`config.mk`:
```
export PLATFORM = sky130hd
export DESIGN_NAME = sdram_cmd_monitor
export DESIGN_NICKNAME = d
export VERILOG_FILES = /design/src/rtl/sdram_mon_pkg.sv /design/src/rtl/sdram_cmd_decode.sv /design/src/rtl/sdram_bank_track.sv /design/src/rtl/sdram_pwr_track.sv /design/src/rtl/sdram_cmd_monitor.sv
export SDC_FILE = /design/constraint.sdc
export NUM_CORES = 1
export LEC_CHECK = 0
export BUFFER_PORTS_ARGS = -buffer_cell sky130_fd_sc_hd__buf_2
export CELL_PAD_IN_SITES_DETAIL_PLACEMENT = 1
export CELL_PAD_IN_SITES_GLOBAL_PLACEMENT = 1
export CORE_ASPECT_RATIO = 1.5
export CORE_UTILIZATION = 47
export DETAILED_ROUTE_END_ITERATION = 12
export HOLD_SLACK_MARGIN = 0.15
export PLACE_DENSITY_LB_ADDON = 0.1
export SYNTH_ARGS = -nofsm -noshare
export SYNTH_HDL_FRONTEND = slang
export SYNTH_SLANG_ARGS = --single-unit
```
`constraint.sdc`:
```
create_clock -name clk -period 6.6 [get_ports clk]
set_input_delay 0 -clock clk [delete_from_list [all_inputs] [get_ports clk]]
set_output_delay 0 -clock clk [all_outputs]
set_load 0.01 [all_outputs]
```
`src/rtl/sdram_mon_pkg.sv`:
```
package sdram_mon_pkg;

  typedef enum logic [4:0] {
    C_NOP      = 5'd0,
    C_DESEL    = 5'd1,
    C_ACT      = 5'd2,
    C_RD       = 5'd3,
    C_RDA      = 5'd4,
    C_WR       = 5'd5,
    C_WRA      = 5'd6,
    C_PRE      = 5'd7,
    C_PREA     = 5'd8,
    C_BST      = 5'd9,
    C_REF      = 5'd10,
    C_MRS      = 5'd11,
    C_EMRS     = 5'd12,
    C_SREF_IN  = 5'd13,
    C_PD_IN    = 5'd14,
    C_CKE_EXIT = 5'd15,
    C_CKE_HOLD = 5'd16
  } cmd_e;

  typedef enum logic [1:0] {
    P_AWAKE  = 2'd0,
    P_PD_PRE = 2'd1,
    P_PD_ACT = 2'd2,
    P_SREF   = 2'd3
  } pwr_e;

endpackage

```
`src/rtl/sdram_cmd_decode.sv`:
```
module sdram_cmd_decode
  import sdram_mon_pkg::*;
(
  input  logic cke_prev,
  input  logic cke_cur,
  input  logic cs_n,
  input  logic ras_n,
  input  logic cas_n,
  input  logic we_n,
  input  logic ap,
  input  logic ba0,
  output cmd_e cmd
);

  always_comb begin
    cmd = C_NOP;
    if (cke_prev && !cke_cur) begin
      // falling clock enable: refresh pattern means self-refresh
      if (!cs_n && !ras_n && !cas_n && we_n) cmd = C_SREF_IN;
      else                                   cmd = C_PD_IN;
    end else if (!cke_prev && cke_cur) begin
      cmd = C_CKE_EXIT;
    end else if (!cke_prev) begin
      cmd = C_CKE_HOLD;
    end else if (cs_n) begin
      cmd = C_DESEL;
    end else begin
      unique case ({ras_n, cas_n, we_n})
        3'b000:  cmd = ba0 ? C_EMRS : C_MRS;
        3'b001:  cmd = C_REF;
        3'b010:  cmd = ap ? C_PREA : C_PRE;
        3'b011:  cmd = C_ACT;
        3'b100:  cmd = ap ? C_WRA : C_WR;
        3'b101:  cmd = ap ? C_RDA : C_RD;
        3'b110:  cmd = C_BST;
        default: cmd = C_NOP;
      endcase
    end
  end

endmodule

```
`src/rtl/sdram_bank_track.sv`:
```
module sdram_bank_track
  import sdram_mon_pkg::*;
#(
  parameter int CNT_W = 6
) (
  input  logic             clk,
  input  logic             rst_n,
  input  logic             sel,
  input  cmd_e             cmd,
  input  logic [CNT_W-1:0] load_pre,
  input  logic [CNT_W-1:0] load_rd,
  input  logic [CNT_W-1:0] load_wr,
  output logic             is_open,
  output logic             is_busy,
  output logic             illegal_hit,
  output logic             early_hit
);

  logic             open_q, open_d;
  logic [CNT_W-1:0] cnt_q, cnt_d;
  logic             act, pre, rda, wra, colcmd, upd;

  assign act    = sel && (cmd == C_ACT);
  assign pre    = (sel && (cmd == C_PRE)) || (cmd == C_PREA);
  assign rda    = sel && (cmd == C_RDA);
  assign wra    = sel && (cmd == C_WRA);
  assign colcmd = sel && (cmd inside {C_RD, C_RDA, C_WR, C_WRA, C_BST});

  assign is_busy     = (cnt_q != '0);
  assign is_open     = open_q;
  assign early_hit   = act && is_busy;
  assign illegal_hit = (act && open_q) || (colcmd && !open_q);
  assign upd         = is_busy || act || pre || rda || wra;

  always_comb begin
    open_d = open_q;
    cnt_d  = cnt_q;
    if (is_busy) cnt_d = cnt_q - 1'b1;
    if (open_q) begin
      if (pre) begin
        open_d = 1'b0;
        cnt_d  = load_pre;
      end else if (rda) begin
        open_d = 1'b0;
        cnt_d  = load_rd;
      end else if (wra) begin
        open_d = 1'b0;
        cnt_d  = load_wr;
      end
    end else if (act && !is_busy) begin
      open_d = 1'b1;
    end
  end

  always_ff @(posedge clk or negedge rst_n) begin
    if (!rst_n) begin
      open_q <= 1'b0;
      cnt_q  <= '0;
    end else if (upd) begin
      open_q <= open_d;
      cnt_q  <= cnt_d;
    end
  end

  p_act_opens_r5: assert property (@(posedge clk) disable iff (!rst_n)
    (act && !open_q && !is_busy) |=> is_open);
  p_early_closed_r6: assert property (@(posedge clk) disable iff (!rst_n)
    early_hit |=> !is_open);
  p_autopre_closes_r7: assert property (@(posedge clk) disable iff (!rst_n)
    ((rda || wra) && open_q) |=> (!is_open && $stable(illegal_hit) || !is_open));

endmodule

```
`src/rtl/sdram_pwr_track.sv`:
```
module sdram_pwr_track
  import sdram_mon_pkg::*;
(
  input  logic clk,
  input  logic rst_n,
  input  cmd_e cmd,
  input  logic any_open,
  output pwr_e state
);

  pwr_e st_q, st_d;

  always_comb begin
    st_d = st_q;
    unique case (cmd)
      C_PD_IN:    st_d = any_open ? P_PD_ACT : P_PD_PRE;
      C_SREF_IN:  st_d = P_SREF;
      C_CKE_EXIT: st_d = P_AWAKE;
      default:    st_d = st_q;
    endcase
  end

  always_ff @(posedge clk or negedge rst_n) begin
    if (!rst_n) st_q <= P_AWAKE;
    else        st_q <= st_d;
  end

  assign state = st_q;

  p_sref_entry_r9: assert property (@(posedge clk) disable iff (!rst_n)
    (cmd == C_SREF_IN) |=> (state == P_SREF));
  p_cke_exit_r10: assert property (@(posedge clk) disable iff (!rst_n)
    (cmd == C_CKE_EXIT) |=> (state == P_AWAKE));

endmodule

```
`src/rtl/sdram_cmd_monitor.sv`:
```
module sdram_cmd_monitor
  import sdram_mon_pkg::*;
#(
  parameter  int NBANK = 4,
  parameter  int ROW_W = 12,
  parameter  int T_W   = 4,
  parameter  int AP_BIT = 10,
  localparam int BA_W  = $clog2(NBANK),
  localparam int OP_W  = ROW_W + BA_W
) (
  input  logic             clk,
  input  logic             rst_n,
  input  logic [1:0]       cfg_burst,
  input  logic [T_W-1:0]   cfg_trp,
  input  logic [T_W-1:0]   cfg_twr,
  input  logic             cke_prev,
  input  logic             cke_cur,
  input  logic             cs_n,
  input  logic             ras_n,
  input  logic             cas_n,
  input  logic             we_n,
  input  logic [ROW_W-1:0] addr,
  input  logic [BA_W-1:0]  ba,
  output logic [4:0]       cmd_code,
  output logic [NBANK-1:0] bank_open,
  output logic [NBANK-1:0] bank_busy,
  output logic             illegal_cmd,
  output logic             early_act,
  output logic             mode_viol,
  output logic [1:0]       pwr_state,
  output logic [OP_W-1:0]  mode_op
);

  localparam int CNT_W = T_W + 2;

  cmd_e             cmd;
  cmd_e             cmd_q;
  logic [NBANK-1:0] ill_v, early_v;
  logic [1:0]       bsel;
  logic [CNT_W-1:0] half, sum_rd, sum_wr, sum_pre;
  logic [CNT_W-1:0] load_rd, load_wr, load_pre;
  logic             is_mrs;
  logic             illegal_q, early_q, mviol_q, mviol_d;
  logic [OP_W-1:0]  op_q;
  pwr_e             pwr;

  function automatic logic [CNT_W-1:0] minus1(input logic [CNT_W-1:0] v);
    return (v == '0) ? '0 : v - 1'b1;
  endfunction

  sdram_cmd_decode u_dec (
    .cke_prev (cke_prev),
    .cke_cur  (cke_cur),
    .cs_n     (cs_n),
    .ras_n    (ras_n),
    .cas_n    (cas_n),
    .we_n     (we_n),
    .ap       (addr[AP_BIT]),
    .ba0      (ba[0]),
    .cmd      (cmd)
  );

  // lockout lengths; a load of L-1 lets an activate in at cycle n+L
  assign bsel     = (cfg_burst > 2'd2) ? 2'd2 : cfg_burst;
  assign half     = CNT_W'(1) << bsel;
  assign sum_pre  = CNT_W'(cfg_trp);
  assign sum_rd   = half + CNT_W'(cfg_trp);
  assign sum_wr   = half + CNT_W'(1) + CNT_W'(cfg_twr) + CNT_W'(cfg_trp);
  assign load_pre = minus1(sum_pre);
  assign load_rd  = minus1(sum_rd);
  assign load_wr  = minus1(sum_wr);

  for (genvar i = 0; i < NBANK; i++) begin : g_bank
    sdram_bank_track #(.CNT_W(CNT_W)) u_bank (
      .clk         (clk),
      .rst_n       (rst_n),
      .sel         (ba == BA_W'(i)),
      .cmd         (cmd),
      .load_pre    (load_pre),
      .load_rd     (load_rd),
      .load_wr     (load_wr),
      .is_open     (bank_open[i]),
      .is_busy     (bank_busy[i]),
      .illegal_hit (ill_v[i]),
      .early_hit   (early_v[i])
    );
  end

  sdram_pwr_track u_pwr (
    .clk      (clk),
    .rst_n    (rst_n),
    .cmd      (cmd),
    .any_open (|bank_open),
    .state    (pwr)
  );

  assign is_mrs  = (cmd == C_MRS) || (cmd == C_EMRS);
  assign mviol_d = is_mrs && ((|bank_open) || (|bank_busy));

  always_ff @(posedge clk or negedge rst_n) begin
    if (!rst_n) begin
      cmd_q     <= C_NOP;
      illegal_q <= 1'b0;
      early_q   <= 1'b0;
      mviol_q   <= 1'b0;
    end else begin
      cmd_q     <= cmd;
      illegal_q <= |ill_v;
      early_q   <= |early_v;
      mviol_q   <= mviol_d;
    end
  end

  always_ff @(posedge clk or negedge rst_n) begin
    if (!rst_n)      op_q <= '0;
    else if (is_mrs) op_q <= {ba, addr};
  end

  assign cmd_code    = cmd_q;
  assign illegal_cmd = illegal_q;
  assign early_act   = early_q;
  assign mode_viol   = mviol_q;
  assign pwr_state   = pwr;
  assign mode_op     = op_q;

  p_mrs_open_viol_r4: assert property (@(posedge clk) disable iff (!rst_n)
    (is_mrs && (|bank_open)) |=> mode_viol);
  p_prea_closes_all_r2: assert property (@(posedge clk) disable iff (!rst_n)
    (cmd == C_PREA) |=> (bank_open == '0));
  p_illegal_kind_r8: assert property (@(posedge clk) disable iff (!rst_n)
    illegal_cmd |-> (cmd_q inside {C_ACT, C_RD, C_RDA, C_WR, C_WRA, C_BST}));
  p_early_is_act_r6: assert property (@(posedge clk) disable iff (!rst_n)
    early_act |-> (cmd_q == C_ACT));

endmodule

```
### Word-level counts from Yosys, hierarchy flattened

Cells that the tools add are included.

* input port bits: 32
* output and inout bits: 32
* bits in registers: 52

* reductions and logical operators: 96
* shift operators: 1
* add/sub/neg operators: 11
* magnitude comparators: 1
* equality and inequality tests: 22
* muxes and demuxes: 56

Operators by type and width (number)
* 6-bit two-way mux: 23
* 1-bit logical AND: 42
* 6-bit by 1-bit subtractor with 6-bit output, second input constant: 6
* 5-bit by 4-bit equality test with 1-bit output, second input constant: 7
* 5-bit case mux with 7 select lines: 1
* 1-bit logical OR: 26
* 6-bit nonzero test: 4
* 5-bit by 3-bit equality test with 1-bit output, second input constant: 4
* 1-bit two-way mux: 20
* 5-bit two-way mux: 4
* 6-bit by 4-bit adder with 6-bit output: 3
* 6-bit logical NOT: 3
* 4-bit OR reduction: 4
* 1-bit logical NOT: 13
* 5-bit by 2-bit equality test with 1-bit output, second input constant: 2
* 3-bit equality test, second input constant: 3
* 2-bit two-way mux: 4
* 6-bit by 1-bit adder with 6-bit output, second input constant: 1
* 3-bit by 2-bit equality test with 1-bit output, second input constant: 2
* 3-bit two-way mux: 2
* 2-bit case mux with 3 select lines: 1
* 1-bit by 2-bit << shifter with 6-bit output, first input constant: 1
* 5-bit nonzero test: 1
* 4-bit by 1-bit subtractor with 5-bit output, second input constant: 1
* other kinds (8): 9

### Longest topological paths before layout

* depth in word-level cells: 12
* depth in mapped cells: 14

### Hierarchy

A second synthesis with hierarchy kept.

* cell total of the unflattened synthesis: 463
* area, all modules: 4383.0 um2

By module, submodules not included
* sdram_bank_track: cells an instance 67, area each 618.1 um2, instances 4
* sdram_cmd_monitor: cells an instance 150, area each 1589.0 um2, instances 1
* sdram_cmd_decode: cells an instance 35, area each 215.2 um2, instances 1
* sdram_pwr_track: cells an instance 10, area each 106.4 um2, instances 1

### Least setup slack after synthesis

OpenSTA, ideal clock, no wires.

* kind: input-to-reg
* start point: input cfg_burst[1]
* end point: register g_bank[0].u_bank.cnt_q[1]
* data required time: 6.474 ns
* data arrival time: 3.165 ns
* slack: 3.309 ns
* library setup time: 0.126 ns
* stages on the path: 13
* cells stage by stage: or2_2 ha_1 inv_1 ha_1 fa_1 inv_1 ha_1 or3b_2 nor2_1 a31oi_1 a221o_1 mux2_2 a221o_1

* longest elaborated chain between the ends: 12

Ends and longest elaborated chain
* start, declared: line sdram_cmd_monitor.sv:13 `input logic [1:0] cfg_burst,`
* 2-bit > comparator: line sdram_cmd_monitor.sv:64 `assign bsel = (cfg_burst > 2'd2) ? 2'd2 : cfg_burst;`
* 2-bit two-way mux *: line sdram_cmd_monitor.sv:64
* 1-bit by 2-bit << shifter with 6-bit output *: line sdram_cmd_monitor.sv:65 `assign half = CNT_W'(1) << bsel;`
* 6-bit by 1-bit adder with 6-bit output: line sdram_cmd_monitor.sv:68 `assign sum_wr = half + CNT_W'(1) + CNT_W'(cfg_twr) + CNT_W'(cfg_trp);`
* 6-bit by 4-bit adder with 6-bit output (2 in a row): line sdram_cmd_monitor.sv:68
* 6-bit by 1-bit subtractor with 6-bit output / 6-bit logical NOT (equally long branches): line sdram_cmd_monitor.sv:48 `return (v == '0) ? '0 : v - 1'b1;`
* 6-bit two-way mux: line sdram_cmd_monitor.sv:48
* 6-bit two-way mux: line sdram_bank_track.sv:46 `end else if (wra) begin`
* 6-bit two-way mux *: line sdram_bank_track.sv:43 `end else if (rda) begin`
* 6-bit two-way mux *: line sdram_bank_track.sv:40 `if (pre) begin`
* 6-bit two-way mux *: line sdram_bank_track.sv:39 `if (open_q) begin`
* end signal, assigned: line sdram_bank_track.sv:61 `cnt_q <= cnt_d;`
* end, declared: line sdram_bank_track.sv:20 `logic [CNT_W-1:0] cnt_q, cnt_d;`

Mark *: on every way between the ends. The rest lies on a longest branch, timed or not.
A chain may end at the register's enable or synchronous reset.

### Worst setup path in the final report

* start point: input cfg_burst[1]
* end point: register g_bank[3].u_bank.cnt_q[1]

* longest elaborated chain between the ends: 12

Ends and longest elaborated chain (line)
* 2-bit > comparator: sdram_cmd_monitor.sv:64
* 2-bit two-way mux *: sdram_cmd_monitor.sv:64
* 1-bit by 2-bit << shifter with 6-bit output *: sdram_cmd_monitor.sv:65
* 6-bit by 1-bit adder with 6-bit output: sdram_cmd_monitor.sv:68
* 6-bit by 4-bit adder with 6-bit output (2 in a row): sdram_cmd_monitor.sv:68
* 6-bit by 1-bit subtractor with 6-bit output / 6-bit logical NOT (equally long branches): sdram_cmd_monitor.sv:48
* 6-bit two-way mux: sdram_cmd_monitor.sv:48
* 6-bit two-way mux: sdram_bank_track.sv:46
* 6-bit two-way mux *: sdram_bank_track.sv:43
* 6-bit two-way mux *: sdram_bank_track.sv:40
* 6-bit two-way mux *: sdram_bank_track.sv:39
* end signal, assigned: sdram_bank_track.sv:61
* end, declared: sdram_bank_track.sv:20

Marks and branches as above.

==> summary.log <==
INFO  status         status=finished, final reports clean
INFO  cts            tritoncts.num_buffers=5
INFO  worst_setup_path crit_arrival=3730ps
INFO  sta            final.period_utilization=53.8%
INFO  die            top_level_ports=64
INFO  logic_synthesis synth.distinct_cells=75
INFO  global_routing antenna_found_initial=0
INFO  sta            setup_total_negative_slack=0ps
INFO  sta            fmax=282MHz
INFO  logic_synthesis synth-adder-area-share=7.96%
INFO  die            rows=42
INFO  drt            num_vias=4210
INFO  die            initial_utilization=49.3%
INFO  cells_and_area layout-drive-gt1-share=19.2%
INFO  drt            initial_drc_count=211
INFO  sta            timing_max_transition_violations_final=0
INFO  cts            ctsLongestPathBuffers=2
INFO  power          cellPowerDensity=344nW/um^2
INFO  worst_setup_path reg2reg_from=g_bank[1].u_bank.cnt_q[0]
INFO  global_routing first_pass_grt_wire_length=23.1mm
INFO  run            max_cap_viols=0
INFO  drt            ant_nets=0
INFO  cells_and_area nets=625
INFO  cells_and_area area_growth=14.2%
INFO  logic_synthesis synth_enable_flop_cells=0
INFO  logic_synthesis syn_inst=510
INFO  worst_setup_path critical_path.endpoint_type=register
INFO  die            chipWidth=81.0um
INFO  logic_synthesis yosys-mux-area-fraction=7.99%
INFO  place          gpl.final_weighted_congestion=0.895
INFO  drt            post-route-drc-count=0
INFO  global_routing globalRouteOverflowTotal=0
INFO  die            chip_height=121um
INFO  global_routing number_of_global_route_vias_before_repair=4534
INFO  cts            cts_htree_levels=2
INFO  cts            clock_insertion_delay_worst_skew=300ps
INFO  cells_and_area antennaDiodeCount=0
INFO  sta            slew-limit-headroom=32.4%
INFO  cts            clock-root-buffer=sky130_fd_sc_hd__clkbuf_16
INFO  logic_synthesis basic_gate_share_of_the_synthesized_area_counting_and_or_nand_and_nor_cells=20.9%
INFO  place          hpwlAfterDp=10.5mm
INFO  drt            detail_route.wirelength=14.3mm
INFO  die            die-area=9770squm
INFO  global_routing maximum_number_of_pins_on_one_net_before_global_route_repair=53
INFO  drt            detail_route.vias_per_cell=6.20
INFO  sta            final-hold-violation-count=0
INFO  power          ir_worst_vdd=0.265mV
INFO  sta            timing_worst_slew_pin_value=1010ps
INFO  logic_synthesis yosys_warning_count=0
INFO  power          p_leak=2.29nW
INFO  logic_synthesis avgSynthCellArea=8.63squm
INFO  die            core_region_area=8930squm
INFO  worst_setup_path critical_path.startpoint_type=input port
INFO  worst_setup_path startpoint=cfg_burst[1]
INFO  sta            min_period=3550ps
INFO  worst_setup_path cp_max_fo=4
INFO  drt            post_drt_wl_per_cell=21.1um
INFO  min_path       worst_hold_path_type=input port to register
INFO  sta            worst_clock_skew=10.8ps
INFO  cts            post_cts_buffers=0
INFO  cts            clkSlewWorstSetupHoldPaths=80ps
INFO  sta            setup_viol=0
INFO  min_path       timing.hold.worst.start=ba[0]
INFO  global_routing global_routing_usage_summed_across_all_routing_layers=31.4%
INFO  cells_and_area fin_util=56.3%
INFO  worst_setup_path cp.required=6770ps
INFO  logic_synthesis ys.flop_type=sky130_fd_sc_hd__dfrtp_1
INFO  place          port_buffers=63
INFO  logic_synthesis synth_top_family_by_area=compound AO/OA/AOI/OAI gates
INFO  logic_synthesis ys_seq_area_share=29.6%
INFO  logic_synthesis ys_seq_elements=52
INFO  cts            cts.sinks=52
INFO  logic_synthesis synth_async_sr_flop_share=100%
INFO  sta            setup_repair_after_global_routing_missed_its_margin=false
INFO  cts            cts_tree=built
INFO  logic_synthesis post_synth_instance_area=4400squm
INFO  drt            drt-pass1-iter-count=5
INFO  worst_setup_path critPathKind=input port to register
INFO  logic_synthesis synth_xor_xnor_area_share=5.09%
INFO  logic_synthesis synth-compound-area-share=22.1%
## flip-flops by register name (all words and copies together) (netlist names)
name	cells
g_bank.u_bank.is_open	4
u_pwr.state	2
mode_viol	1
mode_op	14
illegal_cmd	1
cmd_code	5
early_act	1
g_bank.u_bank.cnt_q	24
## where the power goes
group	leakage, nW	total (W)	switching (W)	internal (W)
Clock	0.0798	0.000302	0.000123	0.000179
Combinational	1.58	0.000888	0.000501	0.000387
Sequential	0.631	0.000538	0.000101	0.000437
Total	2.29	0.00173	0.000725	0.00100
## through the flow
step	worst slack (ps)	hold WS [ps]	cell area, sq um	power, W	cells
after floorplan	3310	-296	4410	0.00115	511
after global placement	2970	156	4700	0.00135	655
after detailed placement	2760	167	4700	0.00140	655
after CTS	3060	209	5030	0.00171	679
after global routing	2800	251	5030	0.00185	679
final	3050	219	5030	0.00173	679
## kinds of logic (layout without fill, tap and decap cells)
group / Yosys count / count (layout)
flops: 52 / 52
other cells: 1 / 2
fa+ha+maj: 25 / 25
compound gates: 136 / 136
simple gates: 184 / 184
xor+xnor: 24 / 24
buf+inv: 58 / 116
mux: 30 / 30
## what timing repair did
action	4_1_cts	5_1_grt
hold buffers	16	0
resized for setup	0	0
endpoints found under the hold margin	66	0
setup endpoints to repair	0	0
## Yosys cell counts, types with 4 or more instances
master,instances,share of area [%]
sky130_fd_sc_hd__o22ai_1,9,1.3
sky130_fd_sc_hd__nor3_1,23,2.6
sky130_fd_sc_hd__and3_1,6,0.85
sky130_fd_sc_hd__clkbuf_1,13,1.1
sky130_fd_sc_hd__or3_1,4,0.57
sky130_fd_sc_hd__nand2_1,48,4.1
sky130_fd_sc_hd__a21o_1,8,1.4
sky130_fd_sc_hd__nand2b_1,10,1.4
sky130_fd_sc_hd__a211oi_1,6,1.0
sky130_fd_sc_hd__o2bb2ai_1,4,0.80
sky130_fd_sc_hd__nand3_1,11,1.3
sky130_fd_sc_hd__inv_1,22,1.9
sky130_fd_sc_hd__and2_1,7,0.99
sky130_fd_sc_hd__a21oi_1,22,2.5
sky130_fd_sc_hd__or2_2,5,0.71
sky130_fd_sc_hd__a22oi_1,5,0.85
sky130_fd_sc_hd__fa_1,5,2.3
sky130_fd_sc_hd__o21ai_0,22,2.5
sky130_fd_sc_hd__a31oi_1,10,1.4
sky130_fd_sc_hd__xnor2_1,14,2.8
sky130_fd_sc_hd__ha_1,20,5.7
sky130_fd_sc_hd__buf_2,6,0.68
sky130_fd_sc_hd__mux2_2,17,4.3
sky130_fd_sc_hd__a32o_1,6,1.4
sky130_fd_sc_hd__buf_4,10,1.7
sky130_fd_sc_hd__xor2_1,9,1.8
sky130_fd_sc_hd__mux2i_1,10,2.3
sky130_fd_sc_hd__dfrtp_1,52,30
sky130_fd_sc_hd__nor2_1,40,3.4
sky130_fd_sc_hd__o31ai_1,5,0.85
sky130_fd_sc_hd__nor2b_1,7,0.99
sky130_fd_sc_hd__nor4_1,5,0.71
## path summary, 6_finish.rpt
check                                             to  slack [ps]  cells past startpoint
setup reg to reg           g_bank[1].u_bank.cnt_q[1]        4040                      8
setup / recovery           g_bank[3].u_bank.cnt_q[1]        3050                     15
min in group asynchronous                 mode_op[9]         360                      3
hold / removal              g_bank[1].u_bank.is_open         220                      3
hold reg to reg                       u_pwr.state[1]         480                      2
max in group asynchronous  g_bank[3].u_bank.cnt_q[5]        5760                      3
## per-layer routing
metal | track usage [%] | share of wire (%) | up-vias
met5 | 0 | 0 | -
met2 | 58.3 | 55 | 116
met1 | 33.9 | 37 | 2074
li1 | - | - | 1978
met4 | 16.9 | 4.5 | 0
met3 | 2.72 | 3.1 | 42
## final cells by class
class                   instances  area [sq um]
flip-flops and latches         52          1300
clock inverters                 3          42.5
repair buffers                 82           498
fillers                      1094          3900
clock buffers                   5           125
inverters                      26          97.6
well taps                     110           138
multi-input cells             401          2830
## worst max-delay path: stages
cell,delay [ps]
sky130_fd_sc_hd__buf_2,120
sky130_fd_sc_hd__or2_2,310
sky130_fd_sc_hd__ha_1,330
sky130_fd_sc_hd__inv_1,90
sky130_fd_sc_hd__ha_1,220
sky130_fd_sc_hd__fa_1,470
sky130_fd_sc_hd__inv_1,110
sky130_fd_sc_hd__ha_1,160
sky130_fd_sc_hd__or3b_2,480
sky130_fd_sc_hd__nor2_1,230
sky130_fd_sc_hd__a31oi_1,150
sky130_fd_sc_hd__mux2i_1,310
sky130_fd_sc_hd__mux2i_1,140
sky130_fd_sc_hd__mux2_4,280
sky130_fd_sc_hd__a221o_1,320
## cells in the final DEF (no fill, tap or decap), types with 7 or more instances in the layout
cell and instances:
sky130_fd_sc_hd__a31oi_1 10, sky130_fd_sc_hd__nor2b_1 7, sky130_fd_sc_hd__xnor2_1 14, sky130_fd_sc_hd__buf_2 63
sky130_fd_sc_hd__mux2i_1 10, sky130_fd_sc_hd__o22ai_1 9, sky130_fd_sc_hd__a21oi_1 22, sky130_fd_sc_hd__dlygate4sd3_1 16
sky130_fd_sc_hd__mux2_2 17, sky130_fd_sc_hd__inv_1 22, sky130_fd_sc_hd__nor3_1 23, sky130_fd_sc_hd__dfrtp_1 52
sky130_fd_sc_hd__ha_1 20, sky130_fd_sc_hd__nand3_1 11, sky130_fd_sc_hd__xor2_1 9, sky130_fd_sc_hd__a21o_1 8
sky130_fd_sc_hd__and2_1 7, sky130_fd_sc_hd__nand2_1 48, sky130_fd_sc_hd__nand2b_1 10, sky130_fd_sc_hd__o21ai_0 22
sky130_fd_sc_hd__nor2_1 40
Power figures use the tool's default switching activity.
